$ cat src/rtl/uart_iid_pkg.sv
package uart_iid_pkg;

    localparam int NSRC = 4;

    // Index equals priority rank: 0 is the most urgent cause
    localparam int SRC_LINE = 0;
    localparam int SRC_RXD  = 1;
    localparam int SRC_TMO  = 2;
    localparam int SRC_THR  = 3;

    localparam logic [3:0] IID_NONE = 4'b0001;

    typedef enum logic [1:0] {
        LS_CLEAR = 2'd0,
        LS_SET   = 2'd1
    } ls_state_e;

    typedef enum logic [1:0] {
        TMO_IDLE  = 2'd0,
        TMO_COUNT = 2'd1,
        TMO_FIRED = 2'd2
    } tmo_state_e;

    typedef enum logic [1:0] {
        THR_BUSY  = 2'd0,
        THR_PEND  = 2'd1,
        THR_ACKED = 2'd2
    } thr_state_e;

    function automatic logic [3:0] iid_code(input int unsigned idx);
        logic [3:0] c;
        case (idx)
            SRC_LINE: c = 4'b0110;
            SRC_RXD:  c = 4'b0100;
            SRC_TMO:  c = 4'b1100;
            SRC_THR:  c = 4'b0010;
            default:  c = IID_NONE;
        endcase
        return c;
    endfunction

endpackage

$ cat src/rtl/uart_iid_line_flag.sv
module uart_iid_line_flag
    import uart_iid_pkg::*;
(
    input  logic clk_i,
    input  logic rst_ni,
    input  logic err_i,
    input  logic rd_lsr_i,
    output logic pend_o
);

    ls_state_e state_q, state_d;

    always_ff @(posedge clk_i or negedge rst_ni) begin
        if (!rst_ni) state_q <= LS_CLEAR;
        else         state_q <= state_d;
    end

    always_comb begin
        state_d = state_q;
        unique case (state_q)
            LS_CLEAR: if (err_i) state_d = LS_SET;
            LS_SET:   if (rd_lsr_i && !err_i) state_d = LS_CLEAR;
            default:  state_d = LS_CLEAR;
        endcase
    end

    always_comb begin
        pend_o = (state_q == LS_SET);
    end

    // an error is latched on the next cycle, even alongside a status read
    p_err_latched_r4: assert property (@(posedge clk_i) disable iff (!rst_ni)
        err_i |=> pend_o);

    // a latched error persists until a status read
    p_hold_r4: assert property (@(posedge clk_i) disable iff (!rst_ni)
        (pend_o && !rd_lsr_i) |=> pend_o);

endmodule

$ cat src/rtl/uart_iid_rx_timeout.sv
module uart_iid_rx_timeout
    import uart_iid_pkg::*;
#(
    parameter int LVL_W     = 5,
    parameter int TMO_CHARS = 4
) (
    input  logic             clk_i,
    input  logic             rst_ni,
    input  logic [LVL_W-1:0] rx_level_i,
    input  logic             rx_char_i,
    input  logic             rd_data_i,
    input  logic             char_tick_i,
    output logic             pend_o
);

    localparam int CNT_W = $clog2(TMO_CHARS + 1);
    localparam logic [CNT_W-1:0] CNT_LAST = CNT_W'(TMO_CHARS - 1);

    tmo_state_e       state_q, state_d;
    logic [CNT_W-1:0] cnt_q, cnt_d;
    logic             fifo_empty;
    logic             activity;

    always_comb begin
        fifo_empty = (rx_level_i == '0);
        activity   = rx_char_i || rd_data_i;
    end

    always_ff @(posedge clk_i or negedge rst_ni) begin
        if (!rst_ni) begin
            state_q <= TMO_IDLE;
            cnt_q   <= '0;
        end else begin
            state_q <= state_d;
            cnt_q   <= cnt_d;
        end
    end

    always_comb begin
        state_d = state_q;
        cnt_d   = cnt_q;
        unique case (state_q)
            TMO_IDLE: begin
                cnt_d = '0;
                if (!fifo_empty) state_d = TMO_COUNT;
            end
            TMO_COUNT: begin
                if (fifo_empty) begin
                    state_d = TMO_IDLE;
                    cnt_d   = '0;
                end else if (activity) begin
                    cnt_d = '0;
                end else if (char_tick_i) begin
                    if (cnt_q == CNT_LAST) begin
                        state_d = TMO_FIRED;
                        cnt_d   = '0;
                    end else begin
                        cnt_d = cnt_q + 1'b1;
                    end
                end
            end
            TMO_FIRED: begin
                cnt_d = '0;
                if (fifo_empty)    state_d = TMO_IDLE;
                else if (activity) state_d = TMO_COUNT;
            end
            default: begin
                state_d = TMO_IDLE;
                cnt_d   = '0;
            end
        endcase
    end

    always_comb begin
        pend_o = (state_q == TMO_FIRED);
    end

    // an empty FIFO leaves no timeout pending
    p_empty_clears_r7: assert property (@(posedge clk_i) disable iff (!rst_ni)
        fifo_empty |=> !pend_o);

    // a data read removes a pending timeout
    p_read_clears_r7: assert property (@(posedge clk_i) disable iff (!rst_ni)
        rd_data_i |=> !pend_o);

    // the timeout can only fire on a tick
    p_fire_on_tick_r6: assert property (@(posedge clk_i) disable iff (!rst_ni)
        (!pend_o && !char_tick_i) |=> !pend_o);

endmodule

$ cat src/rtl/uart_iid_thr_track.sv
module uart_iid_thr_track
    import uart_iid_pkg::*;
(
    input  logic clk_i,
    input  logic rst_ni,
    input  logic tx_empty_i,
    input  logic tx_write_i,
    input  logic rd_iid_i,
    input  logic granted_i,
    output logic pend_o
);

    thr_state_e state_q, state_d;

    always_ff @(posedge clk_i or negedge rst_ni) begin
        if (!rst_ni) state_q <= THR_BUSY;
        else         state_q <= state_d;
    end

    always_comb begin
        state_d = state_q;
        unique case (state_q)
            THR_BUSY: begin
                if (tx_empty_i && !tx_write_i) state_d = THR_PEND;
            end
            THR_PEND: begin
                if (tx_write_i || !tx_empty_i)   state_d = THR_BUSY;
                else if (rd_iid_i && granted_i)  state_d = THR_ACKED;
            end
            THR_ACKED: begin
                if (tx_write_i || !tx_empty_i)   state_d = THR_BUSY;
            end
            default: state_d = THR_BUSY;
        endcase
    end

    always_comb begin
        pend_o = (state_q == THR_PEND);
    end

    // reading the identification while reported acknowledges the cause
    p_ack_clears_r8: assert property (@(posedge clk_i) disable iff (!rst_ni)
        (rd_iid_i && granted_i) |=> !pend_o);

    // a transmit write removes the cause
    p_write_clears_r9: assert property (@(posedge clk_i) disable iff (!rst_ni)
        tx_write_i |=> !pend_o);

    // without a read or write, a pending cause stays while the register is empty
    p_hold_r8: assert property (@(posedge clk_i) disable iff (!rst_ni)
        (pend_o && tx_empty_i && !rd_iid_i && !tx_write_i) |=> pend_o);

endmodule

$ cat src/rtl/uart_iid_prio.sv
module uart_iid_prio
    import uart_iid_pkg::*;
#(
    parameter int N = NSRC
) (
    input  logic [N-1:0] pend_i,
    input  logic [N-1:0] en_i,
    output logic [N-1:0] grant_o,
    output logic         irq_o,
    output logic [3:0]   iid_o
);

    logic [N-1:0] req;

    for (genvar g = 0; g < N; g++) begin : g_mask
        assign req[g] = pend_i[g] & en_i[g];
    end

    always_comb begin
        grant_o = '0;
        iid_o   = IID_NONE;
        for (int i = N - 1; i >= 0; i--) begin
            if (req[i]) begin
                grant_o    = '0;
                grant_o[i] = 1'b1;
                iid_o      = iid_code(i);
            end
        end
        irq_o = |req;
    end

endmodule

$ cat src/rtl/uart_irq_ident.sv
module uart_irq_ident
    import uart_iid_pkg::*;
#(
    parameter int LVL_W     = 5,
    parameter int TMO_CHARS = 4
) (
    input  logic             clk_i,
    input  logic             rst_ni,
    input  logic             line_err_i,
    input  logic [LVL_W-1:0] rx_level_i,
    input  logic [LVL_W-1:0] rx_trig_i,
    input  logic             rx_char_i,
    input  logic             char_tick_i,
    input  logic             tx_empty_i,
    input  logic             tx_write_i,
    input  logic             en_line_i,
    input  logic             en_rxd_i,
    input  logic             en_tmo_i,
    input  logic             en_thr_i,
    input  logic             rd_iid_i,
    input  logic             rd_data_i,
    input  logic             rd_lsr_i,
    output logic             irq_o,
    output logic [3:0]       iid_o
);

    logic [NSRC-1:0] pend;
    logic [NSRC-1:0] en;
    logic [NSRC-1:0] grant;
    logic            line_pend;
    logic            tmo_pend;
    logic            thr_pend;
    logic            rxd_pend;

    always_comb begin
        rxd_pend = (rx_level_i != '0) && (rx_level_i >= rx_trig_i);
    end

    uart_iid_line_flag u_line (
        .clk_i    (clk_i),
        .rst_ni   (rst_ni),
        .err_i    (line_err_i),
        .rd_lsr_i (rd_lsr_i),
        .pend_o   (line_pend)
    );

    uart_iid_rx_timeout #(
        .LVL_W     (LVL_W),
        .TMO_CHARS (TMO_CHARS)
    ) u_tmo (
        .clk_i       (clk_i),
        .rst_ni      (rst_ni),
        .rx_level_i  (rx_level_i),
        .rx_char_i   (rx_char_i),
        .rd_data_i   (rd_data_i),
        .char_tick_i (char_tick_i),
        .pend_o      (tmo_pend)
    );

    uart_iid_thr_track u_thr (
        .clk_i      (clk_i),
        .rst_ni     (rst_ni),
        .tx_empty_i (tx_empty_i),
        .tx_write_i (tx_write_i),
        .rd_iid_i   (rd_iid_i),
        .granted_i  (grant[SRC_THR]),
        .pend_o     (thr_pend)
    );

    always_comb begin
        pend            = '0;
        pend[SRC_LINE]  = line_pend;
        pend[SRC_RXD]   = rxd_pend;
        pend[SRC_TMO]   = tmo_pend;
        pend[SRC_THR]   = thr_pend;
        en              = '0;
        en[SRC_LINE]    = en_line_i;
        en[SRC_RXD]     = en_rxd_i;
        en[SRC_TMO]     = en_tmo_i;
        en[SRC_THR]     = en_thr_i;
    end

    uart_iid_prio #(.N(NSRC)) u_prio (
        .pend_i  (pend),
        .en_i    (en),
        .grant_o (grant),
        .irq_o   (irq_o),
        .iid_o   (iid_o)
    );

    // the request line and the "none pending" bit are always opposite
    p_irq_matches_code_r2: assert property (@(posedge clk_i) disable iff (!rst_ni)
        irq_o != iid_o[0]);

    // an enabled line error always wins
    p_line_first_r3: assert property (@(posedge clk_i) disable iff (!rst_ni)
        (line_pend && en_line_i) |-> (iid_o == 4'b0110));

    // at most one cause is granted
    p_one_grant_r3: assert property (@(posedge clk_i) disable iff (!rst_ni)
        $onehot0(grant));

    // a disabled transmit-empty cause is never granted
    p_mask_thr_r10: assert property (@(posedge clk_i) disable iff (!rst_ni)
        !en_thr_i |-> !grant[SRC_THR]);

endmodule

$ cat config.mk
export PLATFORM = sky130hd
export DESIGN_NAME = uart_irq_ident
export DESIGN_NICKNAME = d
export VERILOG_FILES = /design/src/rtl/uart_iid_pkg.sv /design/src/rtl/uart_iid_line_flag.sv /design/src/rtl/uart_iid_rx_timeout.sv /design/src/rtl/uart_iid_thr_track.sv /design/src/rtl/uart_iid_prio.sv /design/src/rtl/uart_irq_ident.sv
export SDC_FILE = /design/constraint.sdc
export NUM_CORES = 1
export LEC_CHECK = 0
export ABC_AREA = 1
export BUFFER_PORTS_ARGS = -buffer_cell sky130_fd_sc_hd__buf_2
export CORE_MARGIN = 3
export CORE_UTILIZATION = 46
export CTS_CLUSTER_SIZE = 25
export DETAILED_ROUTE_END_ITERATION = 8
export MAX_ROUTING_LAYER = met4
export PLACE_DENSITY = 0.81
export SLEW_MARGIN = 20
export SYNTH_ARGS = -nofsm -noshare
export SYNTH_HDL_FRONTEND = slang
export SYNTH_HIERARCHICAL = 1
export SYNTH_SLANG_ARGS = --single-unit
$ cat constraint.sdc
create_clock -name clk_i -period 2.19 [get_ports clk_i]
set_input_delay 0.438 -clock clk_i [delete_from_list [all_inputs] [get_ports clk_i]]
set_output_delay 0.438 -clock clk_i [all_outputs]
set_load 0.05 [all_outputs]
==> metrics.md <==
| Metric | Value |
|---|---|
| Initial Utilization | 51.3% |
| Core area | 1370 um2 |
| Num ports | 29 |
| Part of the power in registers | 34.8% |
| Cts hold-fix bufs | 0 |
| Startpoint type of the worst setup path | primary input |
| Power Density | 467 nW/um2 |
| First-pass GRT wire length | 2360 um |
| Final Hold Vio Count | 0 |
| Number of max-cap violations | 0 |
| Crit path DAT | 1.67 ns |
| Row count | 13 |
| Worst-path fanout max | 4 |
| Setup violations, final | 0 |
| Die ar. | 2030 um2 |
| Tmin final | 2.10 ns |
| Die height | 45.0 um |
| NumNets Final | 175 |
| Fmax | 475 MHz |
| Sw frac | 36.4% |
| Clock group share of total power | 23.0% |
| Clk_lat worst skew | 0.25 ns |
| Postcts setup bufs | 0 |
| Clk sink count | 8 |
| GPL Wtd Cong | 0.829 |
| Die X | 45.0 um |
| Critical path type | primary input to primary output |
| Req. time, crit path | 1.75 ns |
| DP Cell Count | 155 |
| Normalized max-slew margin | 84.0% |
| CP Capture Type | primary output |
| YS warnings | 6 |
| Routed wire length | 1590 um |
| Final slew viol count | 0 |
| Final ANT Viol Nets | 0 |
| WL per Instance | 10.1 um |
| Worst-path clk slew | 0.05 ns |
| Via count | 746 |
| Final Power | 0.479 mW |
| Fin crit share | 96.1% |
| Port-buffer cells | 28 |
| Logic gate share of total power | 42.2% |
| Vias in the first global route | 630 |
| Syn Area/Cell | 6.43 um2 |
| Internal | 0.305 mW |
| DRC Markers | 0 |
| Initial antenna violation count | 0 |
| HPWL after DPL | 1240 um |
| GRT Total Usage | 16.2% |
| Hold Crit Class | primary input to asynchronous set/reset pin |
| Net Switching | 0.175 mW |
| Setup TNS | 0 ns |
| Peak supply drop | 0.311 mV |
| Final Non-Filler Cells | 158 |
| CTS Buffer Depth | 2 |
| Drt via density | 4.72 |
| ANT cells | 0 |
| CTS tree | yes |
| H-tree levels | 1 |
| Mapped Cells | 109 |
| Lkg Pwr | 0.584 nW |
| DR iter-0 viols | 5 |
| Synthesized Nets | 139 |
| First-pass DRT Iterations | 5 |
| Total grt overflow | 0 |
| Share of cells above drive strength 1 | 42.0% |
| Clock Skews | 0.00625 ns |
| Cell Area, Synth | 701 um2 |
| CTS buffer count | 3 |
| Largest net degree at the start of global routing | 9 |
| Area Growth Syn to Fin | 46.6% |
| Status | complete, no violations |
| CTS Root Cell | clkbuf_4 |
| Worst Tran Pin Value | 0.240 ns |
sequential cells by signal (all words and copies together) (netlist names):
name,cells
u_tmo/cnt_q,3
u_thr/state_q,2
u_line/state_q,1
u_tmo/state_q,2
final timing paths:
check,end,cells after the start,start,slack [ns]
max,iid_o[0],13,rx_trig_i[2],0.09
min in group clk_i,u_line/state_q[0],3,line_err_i,0.38
max in group asynchronous,u_thr/state_q[0],1,rst_ni,2.00
min,u_tmo/cnt_q[1],1,rst_ni,0.02
min reg2reg,u_line/state_q[0],2,u_line/state_q[0],0.51
max reg2reg,u_thr/state_q[1],9,u_tmo/state_q[1],0.97
layout make-up:
cell class	count	area (um2)
multi-input cells	76	484
fillers	101	339
repair buffers	32	211
flip-flops and latches	8	200
inverters	24	90.1
clock buffers	3	22.5
well taps	15	18.8
worst max-delay path, cell delays in order:
cell and delay (ns):
buf_2 0.09, inv_1 0.08, ha_4 0.20, nand2_1 0.05, nand2_1 0.06, nand2_1 0.06, nand2_1 0.05, nor2_1 0.09
nor2_1 0.06, nand2_2 0.12, nand3_4 0.10, nor2_4 0.09, buf_6 0.16
power groups by stage:
stage                     logic, mW  registers [mW]  clock network, mW
after floorplan               0.119           0.168                  0
after global placement        0.168           0.168                  0
after detailed placement      0.173           0.170                  0
after CTS                     0.175           0.167              0.118
after global routing          0.224           0.169              0.127
final                         0.202           0.167              0.110
cell usage in the layout, fill, tap and decap left out:
cell type	n
nor2_2	6
ha_1	2
dfrtp_1	8
nand3_2	2
nor2_4	1
inv_2	2
ha_4	4
nand3b_1	1
buf_6	5
nand4_1	2
inv_1	22
nand3_4	1
nor3_1	1
buf_4	4
o211ai_1	1
clkbuf_4	3
nand3_1	4
buf_2	22
nor2_1	12
buf_8	1
nand2_1	29
nand2_2	7
a21oi_2	2
o21ai_0	1
stage by stage:
| stage | area (um2) | worst slack (ns) | hold slack [ns] | utilization [%] |
|---|---|---|---|---|
| global placement | 897 | 0.00395 | 0.282 | 65.7 |
| finish | 1030 | 0.0858 | 0.0174 | 75.2 |
| global route | 1030 | -0.00142 | 0.0130 | 75.2 |
| detailed placement | 897 | -0.0513 | 0.293 | 65.7 |
| CTS | 925 | 0.00319 | 0.0114 | 67.7 |
| floorplan | 716 | 0.0333 | 0.142 | - |
per-layer routing:
layer | share of wire [%] | up-vias | global-route usage [%]
met5 | 0 | - | -
met4 | 1.0 | 0 | 7.02
met3 | 6.3 | 4 | 3.59
met2 | 54 | 25 | 28.0
met1 | 39 | 317 | 17.5
li1 | - | 400 | -
timing repair:
item	in CTS	in global routing
pin swaps	0	13
setup endpoints to repair	2	5
resized for setup	2	22
Note: power is estimated with default switching activity, not from simulation.
